$ cat config.mk
export PLATFORM = sky130hd
export DESIGN_NAME = dma_channel
export DESIGN_NICKNAME = d
export VERILOG_FILES = /design/src/rtl/dma_ch_pkg.sv /design/src/rtl/dma_ch_regs.sv /design/src/rtl/dma_ch_seq.sv /design/src/rtl/dma_ch_irq.sv /design/src/rtl/dma_channel.sv
export SDC_FILE = /design/constraint.sdc
export NUM_CORES = 1
export LEC_CHECK = 0
export BUFFER_PORTS_ARGS = -buffer_cell sky130_fd_sc_hd__buf_2
export CORE_UTILIZATION = 55
export DETAILED_ROUTE_END_ITERATION = 6
export PLACE_DENSITY = 0.81
export SLEW_MARGIN = 10
export SYNTH_ARGS = -nofsm -noshare
export SYNTH_HDL_FRONTEND = slang
export SYNTH_SLANG_ARGS = --single-unit
$ cat constraint.sdc
create_clock -name clk -period 4.8 [get_ports clk]
set_input_delay 0.24 -clock clk [delete_from_list [all_inputs] [get_ports clk]]
set_output_delay 0.24 -clock clk [all_outputs]
set_load 0.01 [all_outputs]
$ cat src/rtl/dma_ch_pkg.sv
package dma_ch_pkg;

  typedef enum logic [2:0] {
    SQ_IDLE,
    SQ_ARM,
    SQ_RD,
    SQ_WR,
    SQ_GAP
  } seq_state_e;

  localparam logic [2:0] STOP_NONE = 3'b000;
  localparam logic [2:0] STOP_ERR  = 3'b010;
  localparam logic [2:0] STOP_DONE = 3'b101;

  localparam logic [7:0] OFS_GLOBAL = 8'h00;
  localparam logic [7:0] OFS_CTRL_A = 8'h10;
  localparam logic [7:0] OFS_CTRL_B = 8'h14;
  localparam logic [7:0] OFS_SRC    = 8'h18;
  localparam logic [7:0] OFS_DST    = 8'h1C;

  localparam logic [31:0] GLOBAL_MASK  = 32'h8000_0000;
  localparam logic [31:0] CTRL_A_MASK  = 32'hDFF0_FFFF;
  localparam logic [31:0] CTRL_B_RW    = 32'h0F18_0000;
  localparam logic [31:0] CTRL_B_STOP  = 32'h0007_0000;

  localparam int REQ_LINES = 32;

  // Beats carried by one burst for a given burst code.
  function automatic logic [4:0] beats_of(input logic [3:0] code);
    case (code)
      4'hF:    beats_of = 5'd16;
      4'hD:    beats_of = 5'd8;
      4'hB:    beats_of = 5'd4;
      default: beats_of = 5'd1;
    endcase
  endfunction

  // Bus size code; the unused code 3 is treated as a word.
  function automatic logic [1:0] size_of(input logic [1:0] wcode);
    size_of = (wcode == 2'd3) ? 2'd2 : wcode;
  endfunction

  // Address step after a beat: zero when held, else element bytes.
  function automatic logic [2:0] step_of(input logic [1:0] wcode, input logic held);
    logic [2:0] bytes;
    case (wcode)
      2'd0:    bytes = 3'd1;
      2'd1:    bytes = 3'd2;
      default: bytes = 3'd4;
    endcase
    step_of = held ? 3'd0 : bytes;
  endfunction

endpackage

$ cat src/rtl/dma_ch_regs.sv
module dma_ch_regs
  import dma_ch_pkg::*;
#(
  parameter int ADDR_W = 32,
  parameter int REG_AW = 8
) (
  input  logic              clk,
  input  logic              rst_n,
  input  logic              reg_sel,
  input  logic              reg_wr,
  input  logic [REG_AW-1:0] reg_addr,
  input  logic [31:0]       reg_wdata,
  output logic [31:0]       reg_rdata,
  input  logic              beat_adv,
  input  logic              xfer_done,
  input  logic              xfer_err,
  output logic              glob_en,
  output logic              ch_en,
  output logic              ch_pause,
  output logic [4:0]        req_sel,
  output logic [3:0]        burst_code,
  output logic [15:0]       burst_last,
  output logic [1:0]        width_code,
  output logic              fix_src,
  output logic              fix_dst,
  output logic              err_ie,
  output logic              done_ie,
  output logic [2:0]        stop_code,
  output logic [ADDR_W-1:0] src_addr,
  output logic [ADDR_W-1:0] dst_addr
);

  logic [31:0]       glob_q;
  logic [31:0]       ctrl_a_q;
  logic [31:0]       ctrl_b_q;
  logic [ADDR_W-1:0] src_q;
  logic [ADDR_W-1:0] dst_q;
  logic              wr_hit;

  assign wr_hit = reg_sel & reg_wr;

  always_ff @(posedge clk) begin
    if (!rst_n) begin
      glob_q   <= '0;
      ctrl_a_q <= '0;
      ctrl_b_q <= '0;
      src_q    <= '0;
      dst_q    <= '0;
    end else begin
      if (wr_hit) begin
        case (reg_addr)
          REG_AW'(OFS_GLOBAL): glob_q   <= reg_wdata & GLOBAL_MASK;
          REG_AW'(OFS_CTRL_A): ctrl_a_q <= reg_wdata & CTRL_A_MASK;
          REG_AW'(OFS_CTRL_B): ctrl_b_q <= (reg_wdata & CTRL_B_RW) |
                                           (ctrl_b_q & reg_wdata & CTRL_B_STOP);
          REG_AW'(OFS_SRC):    src_q    <= reg_wdata[ADDR_W-1:0];
          REG_AW'(OFS_DST):    dst_q    <= reg_wdata[ADDR_W-1:0];
          default: ;
        endcase
      end
      // Engine events take priority over a software write in the same cycle.
      if (beat_adv) begin
        src_q <= src_q + ADDR_W'(step_of(ctrl_b_q[27:26], ctrl_b_q[25]));
        dst_q <= dst_q + ADDR_W'(step_of(ctrl_b_q[27:26], ctrl_b_q[24]));
      end
      if (xfer_done) begin
        ctrl_a_q[31]    <= 1'b0;
        ctrl_b_q[18:16] <= STOP_DONE;
      end
      if (xfer_err) begin
        ctrl_a_q[31]    <= 1'b0;
        ctrl_b_q[18:16] <= STOP_ERR;
      end
    end
  end

  always_comb begin
    reg_rdata = '0;
    case (reg_addr)
      REG_AW'(OFS_GLOBAL): reg_rdata = glob_q;
      REG_AW'(OFS_CTRL_A): reg_rdata = ctrl_a_q;
      REG_AW'(OFS_CTRL_B): reg_rdata = ctrl_b_q;
      REG_AW'(OFS_SRC):    reg_rdata = 32'(src_q);
      REG_AW'(OFS_DST):    reg_rdata = 32'(dst_q);
      default:             reg_rdata = '0;
    endcase
  end

  assign glob_en    = glob_q[31];
  assign ch_en      = ctrl_a_q[31];
  assign ch_pause   = ctrl_a_q[30];
  assign req_sel    = ctrl_a_q[28:24];
  assign burst_code = ctrl_a_q[23:20];
  assign burst_last = ctrl_a_q[15:0];
  assign width_code = ctrl_b_q[27:26];
  assign fix_src    = ctrl_b_q[25];
  assign fix_dst    = ctrl_b_q[24];
  assign err_ie     = ctrl_b_q[20];
  assign done_ie    = ctrl_b_q[19];
  assign stop_code  = ctrl_b_q[18:16];
  assign src_addr   = src_q;
  assign dst_addr   = dst_q;

endmodule

$ cat src/rtl/dma_ch_seq.sv
module dma_ch_seq
  import dma_ch_pkg::*;
#(
  parameter int ADDR_W = 32,
  parameter int DATA_W = 32
) (
  input  logic              clk,
  input  logic              rst_n,
  input  logic              glob_en,
  input  logic              ch_en,
  input  logic              ch_pause,
  input  logic              req_hit,
  input  logic [3:0]        burst_code,
  input  logic [15:0]       burst_last,
  input  logic [1:0]        width_code,
  input  logic [ADDR_W-1:0] src_addr,
  input  logic [ADDR_W-1:0] dst_addr,
  output logic              mem_req,
  output logic              mem_we,
  output logic [1:0]        mem_size,
  output logic [ADDR_W-1:0] mem_addr,
  output logic [DATA_W-1:0] mem_wdata,
  input  logic [DATA_W-1:0] mem_rdata,
  input  logic              mem_ready,
  input  logic              mem_err,
  output logic              per_ack,
  output logic              beat_adv,
  output logic              xfer_done,
  output logic              xfer_err
);

  seq_state_e        state_q;
  logic [4:0]        beat_q;
  logic [15:0]       burst_q;
  logic [DATA_W-1:0] data_q;
  logic [4:0]        beats;
  logic              run;
  logic              beat_ok;
  logic              bus_fail;
  logic              last_beat;
  logic              last_burst;

  assign beats      = beats_of(burst_code);
  assign run        = glob_en & ch_en & ~ch_pause;
  assign last_beat  = (beat_q == beats - 5'd1);
  assign last_burst = (burst_q == burst_last);

  assign mem_req   = ((state_q == SQ_RD) || (state_q == SQ_WR)) && glob_en && ch_en;
  assign mem_we    = (state_q == SQ_WR);
  assign mem_size  = size_of(width_code);
  assign mem_addr  = (state_q == SQ_WR) ? dst_addr : src_addr;
  assign mem_wdata = data_q;

  assign beat_ok  = mem_req & mem_ready & ~mem_err;
  assign bus_fail = mem_req & mem_ready & mem_err;

  assign beat_adv  = beat_ok & (state_q == SQ_WR);
  assign per_ack   = beat_adv & last_beat;
  assign xfer_done = per_ack & last_burst;
  assign xfer_err  = bus_fail;

  always_ff @(posedge clk) begin
    if (!rst_n) begin
      state_q <= SQ_IDLE;
      beat_q  <= '0;
      burst_q <= '0;
      data_q  <= '0;
    end else if (!ch_en && state_q != SQ_IDLE) begin
      state_q <= SQ_IDLE;
    end else begin
      case (state_q)
        SQ_IDLE: if (ch_en && glob_en) begin
          burst_q <= '0;
          state_q <= SQ_ARM;
        end
        SQ_ARM: if (run && req_hit) begin
          beat_q  <= '0;
          state_q <= SQ_RD;
        end
        SQ_RD: begin
          if (bus_fail) begin
            state_q <= SQ_IDLE;
          end else if (beat_ok) begin
            data_q  <= mem_rdata;
            state_q <= SQ_WR;
          end
        end
        SQ_WR: begin
          if (bus_fail) begin
            state_q <= SQ_IDLE;
          end else if (beat_ok) begin
            if (!last_beat) begin
              beat_q  <= beat_q + 5'd1;
              state_q <= SQ_GAP;
            end else if (last_burst) begin
              state_q <= SQ_IDLE;
            end else begin
              burst_q <= burst_q + 16'd1;
              state_q <= SQ_ARM;
            end
          end
        end
        SQ_GAP: if (run) state_q <= SQ_RD;
        default: state_q <= SQ_IDLE;
      endcase
    end
  end

endmodule

$ cat src/rtl/dma_ch_irq.sv
module dma_ch_irq
  import dma_ch_pkg::*;
(
  input  logic [2:0] stop_code,
  input  logic       done_ie,
  input  logic       err_ie,
  output logic       irq
);

  assign irq = ((stop_code == STOP_DONE) && done_ie) ||
               ((stop_code == STOP_ERR)  && err_ie);

endmodule

$ cat src/rtl/dma_channel.sv
module dma_channel
  import dma_ch_pkg::*;
#(
  parameter int ADDR_W = 32,
  parameter int DATA_W = 32,
  parameter int REG_AW = 8
) (
  input  logic                 clk,
  input  logic                 rst_n,
  input  logic                 reg_sel,
  input  logic                 reg_wr,
  input  logic [REG_AW-1:0]    reg_addr,
  input  logic [31:0]          reg_wdata,
  output logic [31:0]          reg_rdata,
  input  logic [REQ_LINES-1:0] per_req,
  output logic                 per_ack,
  output logic                 mem_req,
  output logic                 mem_we,
  output logic [1:0]           mem_size,
  output logic [ADDR_W-1:0]    mem_addr,
  output logic [DATA_W-1:0]    mem_wdata,
  input  logic [DATA_W-1:0]    mem_rdata,
  input  logic                 mem_ready,
  input  logic                 mem_err,
  output logic                 irq
);

  logic              glob_en, ch_en, ch_pause;
  logic [4:0]        req_sel;
  logic [3:0]        burst_code;
  logic [15:0]       burst_last;
  logic [1:0]        width_code;
  logic              fix_src, fix_dst, err_ie, done_ie;
  logic [2:0]        stop_code;
  logic [ADDR_W-1:0] src_addr, dst_addr;
  logic              beat_adv, xfer_done, xfer_err;
  logic              req_hit;

  assign req_hit = per_req[req_sel];

  dma_ch_regs #(.ADDR_W(ADDR_W), .REG_AW(REG_AW)) u_regs (
    .clk        (clk),
    .rst_n      (rst_n),
    .reg_sel    (reg_sel),
    .reg_wr     (reg_wr),
    .reg_addr   (reg_addr),
    .reg_wdata  (reg_wdata),
    .reg_rdata  (reg_rdata),
    .beat_adv   (beat_adv),
    .xfer_done  (xfer_done),
    .xfer_err   (xfer_err),
    .glob_en    (glob_en),
    .ch_en      (ch_en),
    .ch_pause   (ch_pause),
    .req_sel    (req_sel),
    .burst_code (burst_code),
    .burst_last (burst_last),
    .width_code (width_code),
    .fix_src    (fix_src),
    .fix_dst    (fix_dst),
    .err_ie     (err_ie),
    .done_ie    (done_ie),
    .stop_code  (stop_code),
    .src_addr   (src_addr),
    .dst_addr   (dst_addr)
  );

  dma_ch_seq #(.ADDR_W(ADDR_W), .DATA_W(DATA_W)) u_seq (
    .clk        (clk),
    .rst_n      (rst_n),
    .glob_en    (glob_en),
    .ch_en      (ch_en),
    .ch_pause   (ch_pause),
    .req_hit    (req_hit),
    .burst_code (burst_code),
    .burst_last (burst_last),
    .width_code (width_code),
    .src_addr   (src_addr),
    .dst_addr   (dst_addr),
    .mem_req    (mem_req),
    .mem_we     (mem_we),
    .mem_size   (mem_size),
    .mem_addr   (mem_addr),
    .mem_wdata  (mem_wdata),
    .mem_rdata  (mem_rdata),
    .mem_ready  (mem_ready),
    .mem_err    (mem_err),
    .per_ack    (per_ack),
    .beat_adv   (beat_adv),
    .xfer_done  (xfer_done),
    .xfer_err   (xfer_err)
  );

  dma_ch_irq u_irq (
    .stop_code (stop_code),
    .done_ie   (done_ie),
    .err_ie    (err_ie),
    .irq       (irq)
  );

endmodule

==> results.yml, run 1 <==
run_status:
  status: "finished with violations"
  violations: "design-rule violations"
place:
  place_area_um2: 10300
  place_hpwl_um: 21800
  placedCellCount: 1594
  place_congestion: 0.932
  io_buffers: 211
yosys:
  yosys_warnings: 0
  synthArstFlopShare_pct: 0
  synth_top_area_cell: "dfxtp_1"
  synth-simple-area-share_pct: 29.2
  synth-seq-cells: 157
  synth_area_leaders: "dfxtp_1, nand2_1, a21oi_1"
  synth_nets: 1359
  syn_area_um2: 9330
  yosysSeqAreaShare_pct: 33.7
  synth-edff-count: 0
  muxShareOfSynthArea_pct: 5.15
  synth_cell_types: 80
  synth_fa_ha_area_share_pct: 1.50
  yosys-top-cells-count: "nand2_1, dfxtp_1, a21oi_1"
  syn_inst: 1239
  avgSynthCellArea_um2: 7.53
  synth.most_common_cell: "nand2_1"
  synth_top_cell_area_share_pct: 33.7
  synth_top_family_by_area: "simple AND/OR/NAND/NOR gates"
  synth_compound_area_share_pct: 23.0
  ys.flop_type: "dfxtp_1"
  synth-xor-area-share_pct: 1.69
die:
  coreArea_um2: 16600
  die_w_um: 132
  initial_core_util_pct: 56.3
  die-area_um2: 17500
  die_h_um: 132
  io_pins: 212
  row_count: 47
cts:
  cts_resized: 0
  clock_latency_ns: 0.43
  h-tree-depth: 4
  cts_tree: "done"
  post_cts_buffers: 0
  cts_made_buffers: 17
  hold_buffers: 0
  clkSinkCount: 157
  cts.path.max_buffers: 2
  clk_pin_slew_ns: 0.06
  root_buffer: "clkbuf_16"
run:
  drv_cap: 0
global_routing:
  grt_overflow: 0
  grt_usage_pct: 35.6
  grt_pass1_vias: 9658
  grt_max_degree: 63
  grt_pass1_wl_um: 49600
  antenna_found_initial: 1
cells_and_area:
  fin_area_um2: 11000
  regArea_um2: 3140
  layout-drive-gt1-share_pct: 21.5
  fillers: 1457
  final_util_pct: 66.6
  finalNonFillerCells: 1627
  area_growth_pct: 18.4
  multi_input_area_um2: 5650
  final_nets: 1513
timing:
  finalCritPeriodShare_pct: 68.4
  fmax_ghz: 0.304
  finalSetupViolations: 0
  min_period_ns: 3.28
  slew_violations: 0
  worst_slew_pin_slew_ns: 1.28
  rsz0062_at_grt: "false"
  hold_slack_ns: 0.0368
  hold_viol_final: 0
  clock-skew-final_ns: 0.00628
  setup_tns_ns: 0
  maxSlewHeadroom_pct: 14.1
detailed_routing:
  wl_per_cell_um: 19.5
  via_per_inst: 6.40
  drc_errors: 6
  via_count: 10400
  firstDrtPassIters: 7
  drt_iter0_drc: 1419
  wl_um: 31700
  ant_nets: 0
worst_hold_path:
  hp-class: "in -> reg"
pwr:
  p_per_area_nw_per_um2: 275
  ir_worst_vdd_mv: 0.264
  leakage_nw: 4.58
worst_setup_path:
  required_ns: 5.09
  critPathKind: "reg -> reg"
  crit_arrival_ns: 3.58
  critPathLaunchType: "flip-flop"
  cp-end-kind: "flip-flop"
  worstPathMaxFanout: 39
  reg2reg_setup_slack_ns: 1.52
-- worst paths after layout --
check                      startpoint             endpoint  cells past startpoint
setup / recovery     u_seq.state_q[1]  u_regs.src_addr[21]                      9
hold / removal          mem_rdata[19]  u_seq.mem_wdata[19]                      3
setup reg to reg     u_seq.state_q[1]  u_regs.src_addr[21]                      9
hold reg to reg   u_seq.mem_wdata[14]  u_seq.mem_wdata[14]                      2
-- layout make-up --
type	count	area share [%]
Antenna cell	1	0.0227
Clock inverter	14	2.40
Sequential cell	157	28.5
Multi-Input combinational cell	957	51.1
Tap cell	220	2.49
Clock buffer	18	3.89
Timing Repair Buffer	222	10.3
Inverter	38	1.29
-- metal layers --
layer	track usage [%]	part of all wire [%]	vias up
met5	0	0	-
met1	46.2	39	4833
li1	-	-	4797
met2	57.3	47	688
met3	7.38	11	101
met4	15.1	3.0	0
-- state kept, by name, summed over array words and instances, names as in the netlist --
signal           cells
u_regs.glob_q        1
u_regs.dst_addr     32
u_seq.mem_wdata     32
u_regs.src_addr     32
u_seq.beat_q         5
u_seq.burst_q       16
u_seq.state_q        3
u_regs.ctrl_b_q      9
u_regs.ctrl_a_q     27
-- critical path, stage by stage, from the launching register on --
cell and delay (ns):
dfxtp_1 0.60, nand3_1 0.16, inv_1 0.12, buf_4 0.41
and3_1 0.31, buf_4 0.32, nand4_2 0.30, nor2_2 0.35
a311oi_1 0.13, a2111oi_0 0.42
-- where the power goes --
group	leakage [nW]	internal (mW)	switching, mW
combinational	3.00	0.0488	0.0786
sequential	1.26	1.30	0.00124
clock	0.319	1.03	0.577
-- layout by cell type, fill, tap and decap left out, drive strengths merged, types with 8 or more instances in the layout --
| master | n |
|---|---|
| nand2 | 264 |
| buf | 222 |
| dfxtp | 157 |
| a21oi | 113 |
| nor2 | 82 |
| o21ai | 64 |
| nor3 | 48 |
| inv | 39 |
| nand3 | 35 |
| a211oi | 27 |
| nand4 | 22 |
| or3 | 21 |
| mux2i | 21 |
| and3 | 20 |
| xor2 | 18 |
| clkbuf | 18 |
| or4 | 16 |
| a222oi | 15 |
| mux2 | 14 |
| a22oi | 14 |
| nor4 | 14 |
| a31oi | 12 |
| a21o | 11 |
| o211ai | 10 |
| ha | 8 |
-- metrics by stage --
| stage | power (mW) | setup WS [ns] |
|---|---|---|
| 4_1_cts | 3.03 | 1.56 |
| 3_3_place_gp | 1.46 | 1.65 |
| 5_1_grt | 3.10 | 1.22 |
| 2_1_floorplan | 1.38 | 2.29 |
| 6_report | 3.04 | 1.52 |
| 3_5_place_dp | 1.46 | 1.59 |
-- cell families after synthesis --
family / after synthesis
adder cells (fa/ha/maj): 10
AO/OA/AOI/OAI: 326
XOR/XNOR: 18
buffers and inverters: 125
multiplexers: 40
AND/OR/NAND/NOR: 563
flip-flops: 157
Power figures use the tool's default switching activity.
==> inputs of run 2 (changes only) <==
- ABC_AREA: unset -> 1
- CORE_UTILIZATION: 55 -> 51
- PLACE_DENSITY: 0.81 -> 0.78
- clock period: 4.8 -> 2.9 ns (I/O delays scaled with it)
==> run 2 against run 1 <==
Against the previous run:
- the flow now finishes without violations
- utilization down 3.3 points
- routed wire length increased by 27%
- critical path depth increased by 3
- die area is 16% higher
- maximum frequency grew 20%
==> results.yml, run 2 <==
yosys:
  ys.flop_type: "dfxtp_1"
  synthArstFlopShare_pct: 0
  synth_cell_types: 46
  synth-seq-cells: 157
  syn_inst: 1625
  yosysSeqAreaShare_pct: 31.2
  synth_top_area_cell: "dfxtp_1"
  synth_nets: 1745
  synth_area_leaders: "dfxtp_1, nand2_1, nor2_1"
  syn_area_um2: 10100
  synth_top_cell_area_share_pct: 31.2
  synth.most_common_cell: "nand2_1"
  yosys-top-cells-count: "nand2_1, nor2_1, inv_1"
  synth-edff-count: 0
  avgSynthCellArea_um2: 6.21
  yosys_warnings: 0
global_routing:
  grt_usage_pct: 39.2
  grt_max_degree: 61
  grt_pass1_vias: 10800
  antenna_found_initial: 0
  grt_pass1_wl_um: 60500
  grt_overflow: 0
cts:
  clk_pin_slew_ns: 0.07
  clock_latency_ns: 0.44
  cts_made_buffers: 17
  cts.path.max_buffers: 2
  h-tree-depth: 4
  clkSinkCount: 157
  cts_tree: "done"
  root_buffer: "clkbuf_16"
  post_cts_buffers: 0
detailed_routing:
  wl_um: 40400
  via_count: 12400
  drc_errors: 0
  drt_iter0_drc: 1197
  firstDrtPassIters: 6
  ant_nets: 0
  wl_per_cell_um: 19.2
  via_per_inst: 5.89
worst_setup_path:
  crit_arrival_ns: 3.10
  critPathLaunchType: "flip-flop"
  worstPathMaxFanout: 7
  path_cells: "nor3_1 > ha_1 > fa_1 > nand2_1 > a21oi_1 > nand2_1 > nor2_1 > nand3_1 > nor3_1 > or2_2 > nand3_1 > a21oi_1"
  cpPeakStageDelay_ns: 0.38
  worst_path_max_delay_cell: "dfxtp_1"
  critPathKind: "reg -> reg"
  crit_family: "simple AND/OR/NAND/NOR gates"
  required_ns: 3.27
  cp-end-kind: "flip-flop"
  worstPathBufferInverterCount: 0
pwr:
  ir_worst_vdd_mv: 0.454
  p_per_area_nw_per_um2: 443
  leakage_nw: 5.07
cells_and_area:
  final_nets: 1942
  fillers: 1920
  layout_common_cells: "nand2_1, buf_2, nor2_1"
  final_util_pct: 63.3
  diodes: 0
  multi_input_area_um2: 5950
  final_common_cell: "nand2_1"
  area_growth_pct: 21.7
  regArea_um2: 3140
  layout-drive-gt1-share_pct: 16.1
timing:
  slew_violations: 0
  finalCritPeriodShare_pct: 94.3
  setup_ws_ns: 0.165
  worst_slew_pin_slew_ns: 0.725
  min_period_ns: 2.74
  setup_tns_ns: 0
  hold_viol_final: 0
  maxSlewHeadroom_pct: 51.6
  clock-skew-final_ns: 0.00887
  finalSetupViolations: 0
  rsz0062_at_grt: "false"
  fmax_ghz: 0.366
run:
  drv_cap: 0
die:
  coreArea_um2: 19400
  die-area_um2: 20300
  die_w_um: 143
  row_count: 51
  io_pins: 212
  die_h_um: 143
  initial_core_util_pct: 52.0
place:
  place_hpwl_um: 29500
  io_buffers: 211
  place_ws_ns: 0.248
  place_congestion: 1.02
run_status:
  status: "finished clean"
worst_hold_path:
  hp-class: "in -> reg"
-- run 2: cell types whose count changed after synthesis, moves of 24 or more --
cell,before,now
inv_1,37,162
nor2_1,79,190
a211oi_1,27,0
nor4_1,10,34
nor3_1,45,78
o21ai_0,64,114
nand2_1,263,405
nand3_1,33,80
-- run 2: where the power goes --
group	switching [mW]	total [mW]	leakage, nW	internal (mW)
Sequential	0.0282	2.20	1.26	2.17
Combinational	0.580	0.835	3.51	0.255
Clock	1.09	2.41	0.299	1.32
Total	1.69	5.44	5.07	3.75
-- run 2: cells by family after synthesis --
kind of cell,after synthesis,share of synthesized area (%)
AND/OR/NAND/NOR,838,35.6
buffers and inverters,262,10.1
AO/OA/AOI/OAI,302,16.9
flip-flops,157,31.2
adder cells (fa/ha/maj),10,1.39
XOR/XNOR,56,4.86
-- run 2: layout make-up --
class / instances / share of cell area [%]
inverters: 172 / 5.27
flip-flops and latches: 157 / 25.6
clock inverters: 15 / 1.60
multi-input cells: 1206 / 48.5
repair buffers: 268 / 12.9
well taps: 265 / 2.70
clock buffers: 17 / 3.47
-- run 2: path summary, 6_finish.rpt --
kind | end | from | cells after the start | slack [ns]
worst max-delay path | u_regs.dst_addr[28] | u_regs.ctrl_b_q[27] | 12 | 0.16
worst min register to register | u_seq.mem_wdata[26] | u_seq.mem_wdata[26] | 2 | 0.50
worst min-delay path | u_seq.mem_wdata[20] | mem_rdata[20] | 3 | 0.0008
worst max register to register | u_regs.dst_addr[28] | u_regs.ctrl_b_q[27] | 12 | 0.16
-- run 2: routing by layer --
metal | share of wire [%] | GRT usage [%] | vias up
li1 | - | - | 5793
met1 | 40 | 50.7 | 5690
met2 | 45 | 61.8 | 765
met3 | 9.7 | 6.98 | 123
met4 | 4.8 | 21.6 | 0
met5 | 0 | 0 | -
-- run 2: per-stage QoR --
step	power [mW]	std cells	hold slack [ns]	instance area (µm²)
floorplan	2.82	1625	0.306	10100
global placement	3.02	2038	0.410	11300
detailed placement	3.03	2038	0.419	11300
CTS	5.44	2099	0.000172	12300
global route	5.62	2100	0.0317	12300
finish	5.44	2100	0.000812	12300
-- run 2: what timing repair did --
item | 4_1_cts | 5_1_grt
endpoints found under the hold margin | 29 | 1
setup endpoints to repair | 0 | 2
resized for setup | 0 | 2
hold buffers | 29 | 1
-- run 2: worst min-delay path, cell delays in order --
cell	delay (ns)
buf_2	0.08
nor4_1	0.04
nor3_1	0.13
